## src/rtl/simt_reconv_pkg.sv

```systemverilog
package simt_reconv_pkg;

  localparam int unsigned LANES = 32;
  localparam int unsigned PC_W  = 32;

  typedef logic [LANES-1:0] lane_mask_t;
  typedef logic [PC_W-1:0]  pc_t;

  // one path: where it runs, who runs it, where it ends
  typedef struct packed {
    pc_t        pc;
    lane_mask_t mask;
    pc_t        rpc;
  } path_t;

  typedef enum logic [1:0] {
    PUSH_NONE = 2'd0,
    PUSH_ONE  = 2'd1,
    PUSH_TWO  = 2'd2
  } push_e;

  function automatic lane_mask_t taken_lanes(lane_mask_t taken, lane_mask_t active);
    return taken & active;
  endfunction

  function automatic lane_mask_t fall_lanes(lane_mask_t taken, lane_mask_t active);
    return active & ~taken;
  endfunction

  function automatic logic lanes_disagree(lane_mask_t t_act, lane_mask_t active);
    return (t_act != '0) && (t_act != active);
  endfunction

  function automatic pc_t seq_pc(pc_t pc);
    return pc + pc_t'(1);
  endfunction

endpackage

```

## src/rtl/simt_branch_eval.sv

```systemverilog
module simt_branch_eval
  import simt_reconv_pkg::*;
(
  input  path_t      cur_i,
  input  logic       depth_nz_i,
  input  logic       br_valid_i,
  input  lane_mask_t br_taken_i,
  input  pc_t        br_target_i,
  input  pc_t        br_fall_i,
  input  pc_t        br_reconv_i,
  input  logic       adv_valid_i,
  output path_t      nxt_o,
  output push_e      push_cnt_o,
  output path_t      push_a_o,
  output path_t      push_b_o,
  output logic       split_o
);

  lane_mask_t t_act;
  lane_mask_t f_act;
  logic       need_rejoin;
  logic       tgt_empty;
  logic       fall_empty;
  path_t      rejoin_ent;
  path_t      fall_ent;
  path_t      taken_path;

  assign t_act       = taken_lanes(br_taken_i, cur_i.mask);
  assign f_act       = fall_lanes(br_taken_i, cur_i.mask);
  assign tgt_empty   = (br_target_i == br_reconv_i);
  assign fall_empty  = (br_fall_i == br_reconv_i);
  // a rejoin shared with the enclosing level is covered by that level
  assign need_rejoin = !(depth_nz_i && (br_reconv_i == cur_i.rpc));
  assign rejoin_ent  = path_t'{pc: br_reconv_i, mask: cur_i.mask, rpc: cur_i.rpc};
  assign fall_ent    = path_t'{pc: br_fall_i, mask: f_act, rpc: br_reconv_i};
  assign taken_path  = path_t'{pc: br_target_i, mask: t_act, rpc: br_reconv_i};

  always_comb begin
    nxt_o      = cur_i;
    push_cnt_o = PUSH_NONE;
    push_a_o   = '0;
    push_b_o   = '0;
    split_o    = 1'b0;
    if (br_valid_i) begin
      if (!lanes_disagree(t_act, cur_i.mask) || (tgt_empty && fall_empty)) begin
        if (t_act == '0)             nxt_o.pc = br_fall_i;
        else if (t_act == cur_i.mask) nxt_o.pc = br_target_i;
        else                          nxt_o.pc = br_reconv_i;
      end else begin
        split_o = 1'b1;
        if (tgt_empty || fall_empty) begin
          nxt_o = tgt_empty ? fall_ent : taken_path;
          if (need_rejoin) begin
            push_cnt_o = PUSH_ONE;
            push_a_o   = rejoin_ent;
          end
        end else begin
          nxt_o = taken_path;
          if (need_rejoin) begin
            push_cnt_o = PUSH_TWO;
            push_a_o   = rejoin_ent;
            push_b_o   = fall_ent;
          end else begin
            push_cnt_o = PUSH_ONE;
            push_a_o   = fall_ent;
          end
        end
      end
    end else if (adv_valid_i) begin
      nxt_o.pc = seq_pc(cur_i.pc);
    end
  end

endmodule

```

## src/rtl/simt_path_stack.sv

```systemverilog
module simt_path_stack
  import simt_reconv_pkg::*;
#(
  parameter int unsigned DEPTH = 16
) (
  input  logic  clk,
  input  logic  rst_n,
  input  push_e push_cnt_i,
  input  path_t push_a_i,
  input  path_t push_b_i,
  input  logic  pop_i,
  output path_t top_o,
  output logic [$clog2(DEPTH+1)-1:0] depth_o
);

  localparam int unsigned CNT_W = $clog2(DEPTH + 1);
  localparam int unsigned IDX_W = (DEPTH > 1) ? $clog2(DEPTH) : 1;

  logic [CNT_W-1:0] depth_q;
  logic [CNT_W-1:0] depth_p1;
  path_t            slots [DEPTH];

  assign depth_p1 = depth_q + CNT_W'(1);

  for (genvar s = 0; s < DEPTH; s++) begin : g_slot
    path_t slot_q;
    logic  wr_a;
    logic  wr_b;
    assign wr_a = (push_cnt_i != PUSH_NONE) && (depth_q == CNT_W'(s));
    assign wr_b = (push_cnt_i == PUSH_TWO) && (depth_p1 == CNT_W'(s));
    always_ff @(posedge clk) begin
      if (wr_a)      slot_q <= push_a_i;
      else if (wr_b) slot_q <= push_b_i;
    end
    assign slots[s] = slot_q;
  end

  always_ff @(posedge clk or negedge rst_n) begin
    if (!rst_n)                        depth_q <= '0;
    else if (pop_i)                    depth_q <= depth_q - CNT_W'(1);
    else if (push_cnt_i != PUSH_NONE)  depth_q <= depth_q + CNT_W'(push_cnt_i);
  end

  assign top_o   = (depth_q != '0) ? slots[IDX_W'(depth_q - CNT_W'(1))] : '0;
  assign depth_o = depth_q;


  no_overflow_chk: assert property (@(posedge clk) disable iff (!rst_n)
    (push_cnt_i != PUSH_NONE) |-> (int'(depth_q) + int'(push_cnt_i) <= int'(DEPTH)));


  push_pop_excl_chk: assert property (@(posedge clk) disable iff (!rst_n)
    !(pop_i && (push_cnt_i != PUSH_NONE)));


  pop_nonempty_chk: assert property (@(posedge clk) disable iff (!rst_n)
    pop_i |-> (depth_q != '0));

endmodule

```

## src/rtl/simt_reconv_unit.sv

```systemverilog
module simt_reconv_unit
  import simt_reconv_pkg::*;
#(
  parameter int unsigned DEPTH    = 16,
  parameter pc_t         RESET_PC = '0
) (
  input  logic                   clk,
  input  logic                   rst_n,
  input  logic                   br_valid_i,
  input  logic [LANES-1:0]       br_taken_i,
  input  logic [PC_W-1:0]        br_target_i,
  input  logic [PC_W-1:0]        br_fall_i,
  input  logic [PC_W-1:0]        br_reconv_i,
  input  logic                   adv_valid_i,
  output logic [PC_W-1:0]        pc_o,
  output logic [LANES-1:0]       mask_o,
  output logic                   overflow_o
);

  localparam int unsigned CNT_W = $clog2(DEPTH + 1);

  path_t            cur_q;
  path_t            nxt;
  path_t            commit;
  path_t            push_a;
  path_t            push_b;
  path_t            top_ent;
  push_e            push_cnt;
  push_e            push_eff;
  logic             split;
  logic             split_go;
  logic             ovf_evt;
  logic             pop_go;
  logic             ovf_q;
  logic [CNT_W-1:0] depth;

  simt_branch_eval u_eval (
    .cur_i       (cur_q),
    .depth_nz_i  (depth != '0),
    .br_valid_i  (br_valid_i),
    .br_taken_i  (br_taken_i),
    .br_target_i (br_target_i),
    .br_fall_i   (br_fall_i),
    .br_reconv_i (br_reconv_i),
    .adv_valid_i (adv_valid_i),
    .nxt_o       (nxt),
    .push_cnt_o  (push_cnt),
    .push_a_o    (push_a),
    .push_b_o    (push_b),
    .split_o     (split)
  );

  // a split that does not fit is refused whole
  assign ovf_evt  = (push_cnt != PUSH_NONE) &&
                    (int'(depth) + int'(push_cnt) > int'(DEPTH));
  assign commit   = ovf_evt ? cur_q : nxt;
  assign push_eff = ovf_evt ? PUSH_NONE : push_cnt;
  assign split_go = split && !ovf_evt;
  assign pop_go   = (push_eff == PUSH_NONE) && (depth != '0) && (commit.pc == commit.rpc);

  simt_path_stack #(.DEPTH(DEPTH)) u_stack (
    .clk        (clk),
    .rst_n      (rst_n),
    .push_cnt_i (push_eff),
    .push_a_i   (push_a),
    .push_b_i   (push_b),
    .pop_i      (pop_go),
    .top_o      (top_ent),
    .depth_o    (depth)
  );

  always_ff @(posedge clk or negedge rst_n) begin
    if (!rst_n) begin
      cur_q <= path_t'{pc: RESET_PC, mask: '1, rpc: '0};
      ovf_q <= 1'b0;
    end else begin
      cur_q <= pop_go ? top_ent : commit;
      ovf_q <= ovf_q | ovf_evt;
    end
  end

  assign pc_o       = cur_q.pc;
  assign mask_o     = cur_q.mask;
  assign overflow_o = ovf_q;


  mask_nonzero_chk: assert property (@(posedge clk) disable iff (!rst_n)
    mask_o != '0);


  split_narrows_chk: assert property (@(posedge clk) disable iff (!rst_n)
    split_go |=> (((cur_q.mask & ~$past(cur_q.mask)) == '0) &&
                  (cur_q.mask != $past(cur_q.mask))));


  pop_restore_chk: assert property (@(posedge clk) disable iff (!rst_n)
    pop_go |=> (cur_q == $past(top_ent)));


  ovf_sticky_chk: assert property (@(posedge clk) disable iff (!rst_n)
    overflow_o |=> overflow_o);


  ovf_hold_chk: assert property (@(posedge clk) disable iff (!rst_n)
    ovf_evt |=> (cur_q == $past(cur_q)));

endmodule

```

## config.mk

```make
export PLATFORM = sky130hd
export DESIGN_NAME = simt_reconv_unit
export DESIGN_NICKNAME = d
export VERILOG_FILES = /design/src/rtl/simt_reconv_pkg.sv /design/src/rtl/simt_branch_eval.sv /design/src/rtl/simt_path_stack.sv /design/src/rtl/simt_reconv_unit.sv
export SDC_FILE = /design/constraint.sdc
export NUM_CORES = 2
export LEC_CHECK = 0
export ABC_AREA = 0
export CAP_MARGIN = 20
export CORE_MARGIN = 3
export CORE_UTILIZATION = 30
export CTS_BUF_LIST = sky130_fd_sc_hd__clkbuf_4 sky130_fd_sc_hd__clkbuf_8
export CTS_CLUSTER_DIAMETER = 50
export DETAILED_ROUTE_END_ITERATION = 10
export PLACE_DENSITY_LB_ADDON = 0.08
export SLEW_MARGIN = 15
export SYNTH_ARGS = -nofsm -noshare
export SYNTH_HDL_FRONTEND = slang
export SYNTH_SLANG_ARGS = --single-unit
```

## constraint.sdc

```tcl
create_clock -name clk -period 15.6 [get_ports clk]
set_input_delay 2.34 -clock clk [delete_from_list [all_inputs] [get_ports clk]]
set_output_delay 2.34 -clock clk [all_outputs]
set_load 0.01 [all_outputs]
```

Yosys cells after proc, flatten, opt, wreduce, memory -nomap -nowiden:

Cells that the tools add are included.
Widths: inputs -> output; s select.

* register bits: 1638
* bits in latches: 0
* bits in writable memories: 0
* ROM bits: 0
* bits of input ports: 132
* word-level logic and storage cells: 236
* memories: 0

* add/subtract/negate cells: 5
* multipliers: 0
* divide/modulo/power cells: 0
* magnitude comparators: 2
* eq/ne operators: 39
* shifts and indexed selects: 0
* multiplexer cells: 64
* bitwise operators: 5
* reduce and logical (&&, ||, !) cells: 68

Operators with widths (count)
* $mux 96: 48
* $bmux 96 s4: 1
* $eq 32x32->1: 5
* $mux 32: 5
* $mux 64: 2
* $eq 5x4->1 const B: 16
* $and 32x32->32: 2
* $eq 5x3->1 const B: 8
* $reduce_bool 2->1: 20
* $logic_and 1x1->1: 38
* $add 32x1->32 const B: 1
* $logic_not 32->1: 1
* $ne 32x32->1: 1
* $not 32->32: 1
* $reduce_bool 32->1: 1
* $eq 5x2->1 const B: 4
* $eq 5x1->1 const B: 2
* $logic_not 5->1: 2
* $mux 2: 5
* $mux 5: 2
* $add 5x2->6: 1
* $gt 6x5->1 const B: 1
* $add 5x1->5 const B: 1
* $add 5x2->5: 1
* 13 further kinds: 14

Logic depth before layout (Yosys ltp):

* depth after elaboration: 16
* mapped depth: 32
* depth with buffers taken out: 23

Cells and area by module:

Synthesis repeated with hierarchy kept, for this count alone.

* cells, all modules: 5884
* area, all modules: 90808.3 µm²

By module, submodules not included
* simt_path_stack: times used 1, cells an instance 4350, area each 77609.4 µm², seq. area each 46249.4 µm²
* simt_branch_eval: times used 1, cells an instance 1049, area each 6975.4 µm², seq. area each 0.0 µm²
* simt_reconv_unit: times used 1, cells an instance 485, area each 6223.5 µm², seq. area each 2467.4 µm²

Worst setup path before layout:

No wires, ideal clock.

* path kind: input port to flip-flop
* start: in br_reconv_i[0]
* end: reg u_stack.g_slot[9].slot_q[0] (netlist name) (enable)
* setup time: 0.683 ns
* arrival time: 14.181 ns
* required time: 14.917 ns
* path slack: 0.736 ns
* stages on the path: 25
* buffers on the path: 8
* path through: buf_2 > xor2_1 > nor4_1 > nand4_1 > nor2_4 > buf_2 > buf_2 > buf_4 > nor2_1 > clkbuf_1 > ha_1 > and3_1 > ha_1 > fa_1 > nor3_1 > a211oi_1 > and3_1 > nor3_2 > buf_6 > buf_2 > buf_1 > nand2_1 > nor3b_1 > nand2_1 > o21ai_0

* word-level cells in the longest chain between the ends: 13
* elaborated cells on any way between the ends: 22
* classes of those cells: add/sub: 1; order compare: 1; eq/ne: 4; mux: 6; reduce/logical: 10

RTL lines
* from (decl): RTL line simt_reconv_unit.sv:13 `input logic [PC_W-1:0] br_reconv_i,`
* $eq 32x32->1: RTL line simt_branch_eval.sv:33 `assign need_rejoin = !(depth_nz_i && (br_reconv_i == cur_i.rpc));`
* $logic_and 1x1->1: RTL line simt_branch_eval.sv:33
* $mux 2 / $mux 1 (equally long branches): RTL line simt_branch_eval.sv:59, simt_branch_eval.sv:53
* $mux 2: RTL line simt_branch_eval.sv:51 `if (tgt_empty || fall_empty) begin`
* $mux 2 *: RTL line simt_branch_eval.sv:45 `if (!lanes_disagree(t_act, cur_i.mask) || (tgt_empty && fall_empty)) begin`
* $mux 2 *: RTL line simt_branch_eval.sv:44 `if (br_valid_i) begin`
* $add 5x2->6: RTL line simt_reconv_unit.sv:55 `(int'(depth) + int'(push_cnt) > int'(DEPTH));`
* $gt 6x5->1: RTL line simt_reconv_unit.sv:55
* $logic_and 1x1->1: RTL line simt_reconv_unit.sv:54 `assign ovf_evt = (push_cnt != PUSH_NONE) &&`
* $mux 2 *: RTL line simt_reconv_unit.sv:57 `assign push_eff = ovf_evt ? PUSH_NONE : push_cnt;`
* $eq 2x2->1 / $reduce_bool 2->1 (equally long branches): RTL line simt_path_stack.sv:30, simt_path_stack.sv:29
* $logic_and 1x1->1, on equally long branches: RTL line simt_path_stack.sv:30, simt_path_stack.sv:29
* $reduce_bool 2->1 (no source line) *
* to (signal assigned): RTL line simt_path_stack.sv:32 `if (wr_a) slot_q <= push_a_i;`
* to (signal assigned): RTL line simt_path_stack.sv:33 `else if (wr_b) slot_q <= push_b_i;`
* to (decl): RTL line simt_path_stack.sv:26 `path_t slot_q;`

Mark *: on every way between the ends. The rest lies on a longest branch, timed or not.
A chain may end at the register's enable or synchronous reset.

Worst setup path in the final report:

* start: in br_reconv_i[24]
* end: reg cur_q[31] (netlist name)

* word-level cells in the longest chain between the ends: 14
* elaborated cells on any way between the ends: 31
* classes of those cells: add/sub: 1; order compare: 1; eq/ne: 4; mux: 16; reduce/logical: 9

RTL lines
* branches (longest 13 deep; another with $add 5x2->6)
* $mux 96 *: RTL line simt_reconv_unit.sv:77 `cur_q <= pop_go ? top_ent : commit;`
* to (signal assigned): RTL line simt_reconv_unit.sv:74 `cur_q <= path_t'{pc: RESET_PC, mask: '1, rpc: '0};`
* to (signal assigned): RTL line simt_reconv_unit.sv:77
* to (decl): RTL line simt_reconv_unit.sv:22 `path_t cur_q;`

Every way passes the cells marked *. The select of a mux whose other input is x is not followed.

==> flow_summary.ini <==
[sta]
rsz0062_at_grt = no
relSlewSlack_pct = 24.56
final_hold_viol_count = 0
drv_slew = 0
tightest_slew_ps = 1132
post-route-period-util_pct = 74.46
period_minus_slack_ps = 11620
fmax_mhz = 86.09
skew_ps = 88.06
fin_setup_tns_ps = 0
finalSetupViolations = 0

[place]
dp_hpwl_um = 213300
io_buffers = 196
finalWeightedCongestion = 0.9352

[synth]
syn_area_per_cell_um2 = 11.41
synth-seq-area-share_pct = 56.70
synthCells = 7528
syn_nets = 7675
ys_async_sr_fraction_pct = 6.227
yosysWarnings = 0
synth-edff-count = 1536
synth_cell_types = 76
synth_ff_type = edfxtp_1
syn_area_mm2 = 0.08592
ys_ff_latch = 1638

[worst_setup_path]
rrSetupSlack_ps = 5150
crit_path_max_fanout = 40
crit_arrival_ps = 12460
critPathCaptureType = flip-flop
cp_data_required_time_ps = 16440
critPathLaunchType = input port
critPathKind = input port to flip-flop
crit-reg2reg-launch = u_stack.depth_o[0]
startpoint = br_reconv_i[24]

[floorplan]
die_w_um = 541.2
start_util_pct = 30.31
core-area_mm2 = 0.2835
die_area_mm2 = 0.2929
io_pins = 197
die_h_um = 541.2
row_count = 195

[global_routing]
grt_pass1_wl_um = 517800
grt_pass1_vias = 61300
grt_use_total_pct = 25.09
grt_max_degree = 145
antenna_found_initial = 26
grt_overflow = 0

[clocking]
cts_hold_buf = 0
cts_resized = 0
clock_path_buffers = 4
cts.reportedPaths.clkPinSlew_ps = 60
post_cts_buffers = 0
clkLatencyLatePin_ps = 1010
cts_tree = yes
htreeDepth = 5
cts_buffers = 331
cts_root_buf = clkbuf_8
cts_sinks = 1638

[routing]
routed_wl_um = 376800
firstDrtPassIters = 6
detail-route-antenna-nets = 0
avgViaCountPerCell = 5.544
drt_iter0_drc = 7482
drt-wirelength-per-cell_um = 33.34
vias = 62660
drc = 0

[cells_and_area]
area_delta_synth_final_pct = 13.15
drive_gt1_share_pct = 17.86
fin_util_pct = 34.29
final_nets = 7440

[pwr]
vdd_ir_drop_max_mv = 0.05841
leakagePower_nw = 25.14
power_density_mw_per_mm2 = 98.07

[hold_path]
hold_start = mask_o[26]
hp-class = flip-flop to flip-flop

[job]
max-cap-violations = 0

[outcome]
status = finished clean
==> power breakdown <==
| part | internal (mW) | switching [mW] | total, mW | leakage (nW) |
|---|---|---|---|---|
| clock | 2.48 | 2.03 | 4.51 | 3.41 |
| combinational | 0.0949 | 0.153 | 0.248 | 9.96 |
| sequential | 4.74 | 0.0302 | 4.78 | 11.8 |
| total | 7.32 | 2.21 | 9.54 | 25.1 |
==> layout by cell type, fill, tap and decap left out, types with 74 or more instances in the layout <==
cell type        count
and3_1             106
buf_4              182
clkbuf_4           114
clkbuf_8           345
clkdlybuf4s50_1    194
edfxtp_1          1536
mux4_2             480
nand2_1           1674
nand3_1            102
nor2_1              95
o21ai_0           1686
xnor2_1             74
xor2_1             102
==> synthesized netlist by cell type, drive strengths merged, types with 3 or more instances <==
cell type  count  area, um2
a211o          5      43.79
a211oi        10      75.07
a21o           3      22.52
a21oi         55      275.3
a22o          67      586.8
a22oi         17      127.6
a31o           5      43.79
a31oi         34      212.7
and2           9      56.30
and3         106      663.1
and4          12      105.1
buf          170       1062
clkbuf       796       2988
dfrtp         70       1752
dfstp         32      840.8
edfxtp      1536      46120
ha            13      162.7
inv           10      37.54
mux2          48      581.8
mux2i         33      330.3
mux4         480      10810
nand2       1691       6347
nand2b         5      31.28
nand3        104      520.5
nand4         35      219.0
nor2          99      395.4
nor2b         33      206.5
nor3          41      210.2
nor3b          3      22.52
nor4          30      200.2
nor4b          5      43.79
o2111ai        3      26.28
o211ai         5      42.54
o21ai       1710       8562
o221ai         8      70.07
o22a           3      26.28
o22ai         15      93.84
o31ai         10      75.07
o32ai          5      43.79
or3            3      18.77
or4            4      30.03
or4b           3      30.03
xnor2         76      665.6
xor2         102      893.4
==> state kept, by name, summed over array words and instances (netlist names) <==
name	flops
u_stack.g_slot.slot_q	1536
overflow_o	1
u_stack.depth_o	5
mask_o	32
cur_q	32
pc_o	32
==> through the flow <==
step	std cells	total power, mW	area [um2]	hold slack (ps)	setup WS (ps)
CTS	11280	9.634	97160	526.1	4128
floorplan	7528	4.948	85920	487.3	736.3
detailed placement	10700	5.108	90670	521.0	3071
global placement	10700	5.110	90650	508.7	2975
finish	11300	9.535	97220	529.0	3984
global route	11300	9.843	97210	550.9	3656
==> layout make-up <==
cell class / instances / area, um2
antenna: 17 / 42.54
inverter: 10 / 37.54
fill: 27860 / 186300
tap: 3743 / 4683
clock buffer: 459 / 5604
sequential: 1638 / 48720
timing repair buffer: 398 / 3705
clock inverter: 123 / 882.1
multi-input combinational: 4914 / 33550
==> kinds of logic after synthesis <==
group | synth area share (%)
flops | 56.70
compound gates | 12.24
fa+ha+maj | 0.2359
buf+inv | 4.757
xor+xnor | 1.814
simple gates | 10.61
mux | 13.64
==> routing by layer <==
layer  routed length [um]  up-vias  track usage [%]  part of all wire [%]
met1               163800    32260            34.86                    43
met4                11900        6            7.596                   3.2
li1                     -    27220                -                     -
met3                25130      522            3.973                   6.7
met2               175900     2661            40.32                    47
met5                   35        -                0                0.0093
==> critical path, stage by stage <==
cell	delay (ps)
clkdlybuf4s50_1	790
xor2_1	340
nor4_1	590
nand4_1	380
nor2_4	250
nor2_4	80
ha_1	360
and3_1	180
ha_1	220
fa_1	560
nor3_1	70
a211oi_1	340
and3_1	630
nand3_2	790
buf_4	480
o22ai_1	240
o21ai_0	160
a22o_1	200
or4b_1	600
or4_2	1120
nor2_8	690
buf_4	580
mux2_2	390
==> path summary, 6_finish.rpt <==
check                                     end  cells past startpoint
hold reg to reg                    mask_o[26]                      2
setup reg to reg                    cur_q[31]                     25
setup / recovery                    cur_q[31]                     23
max in group asynchronous  u_stack.depth_o[0]                      2
min in group asynchronous            cur_q[2]                      1
hold / removal                     mask_o[26]                      2
Power figures use the tool's default switching activity.
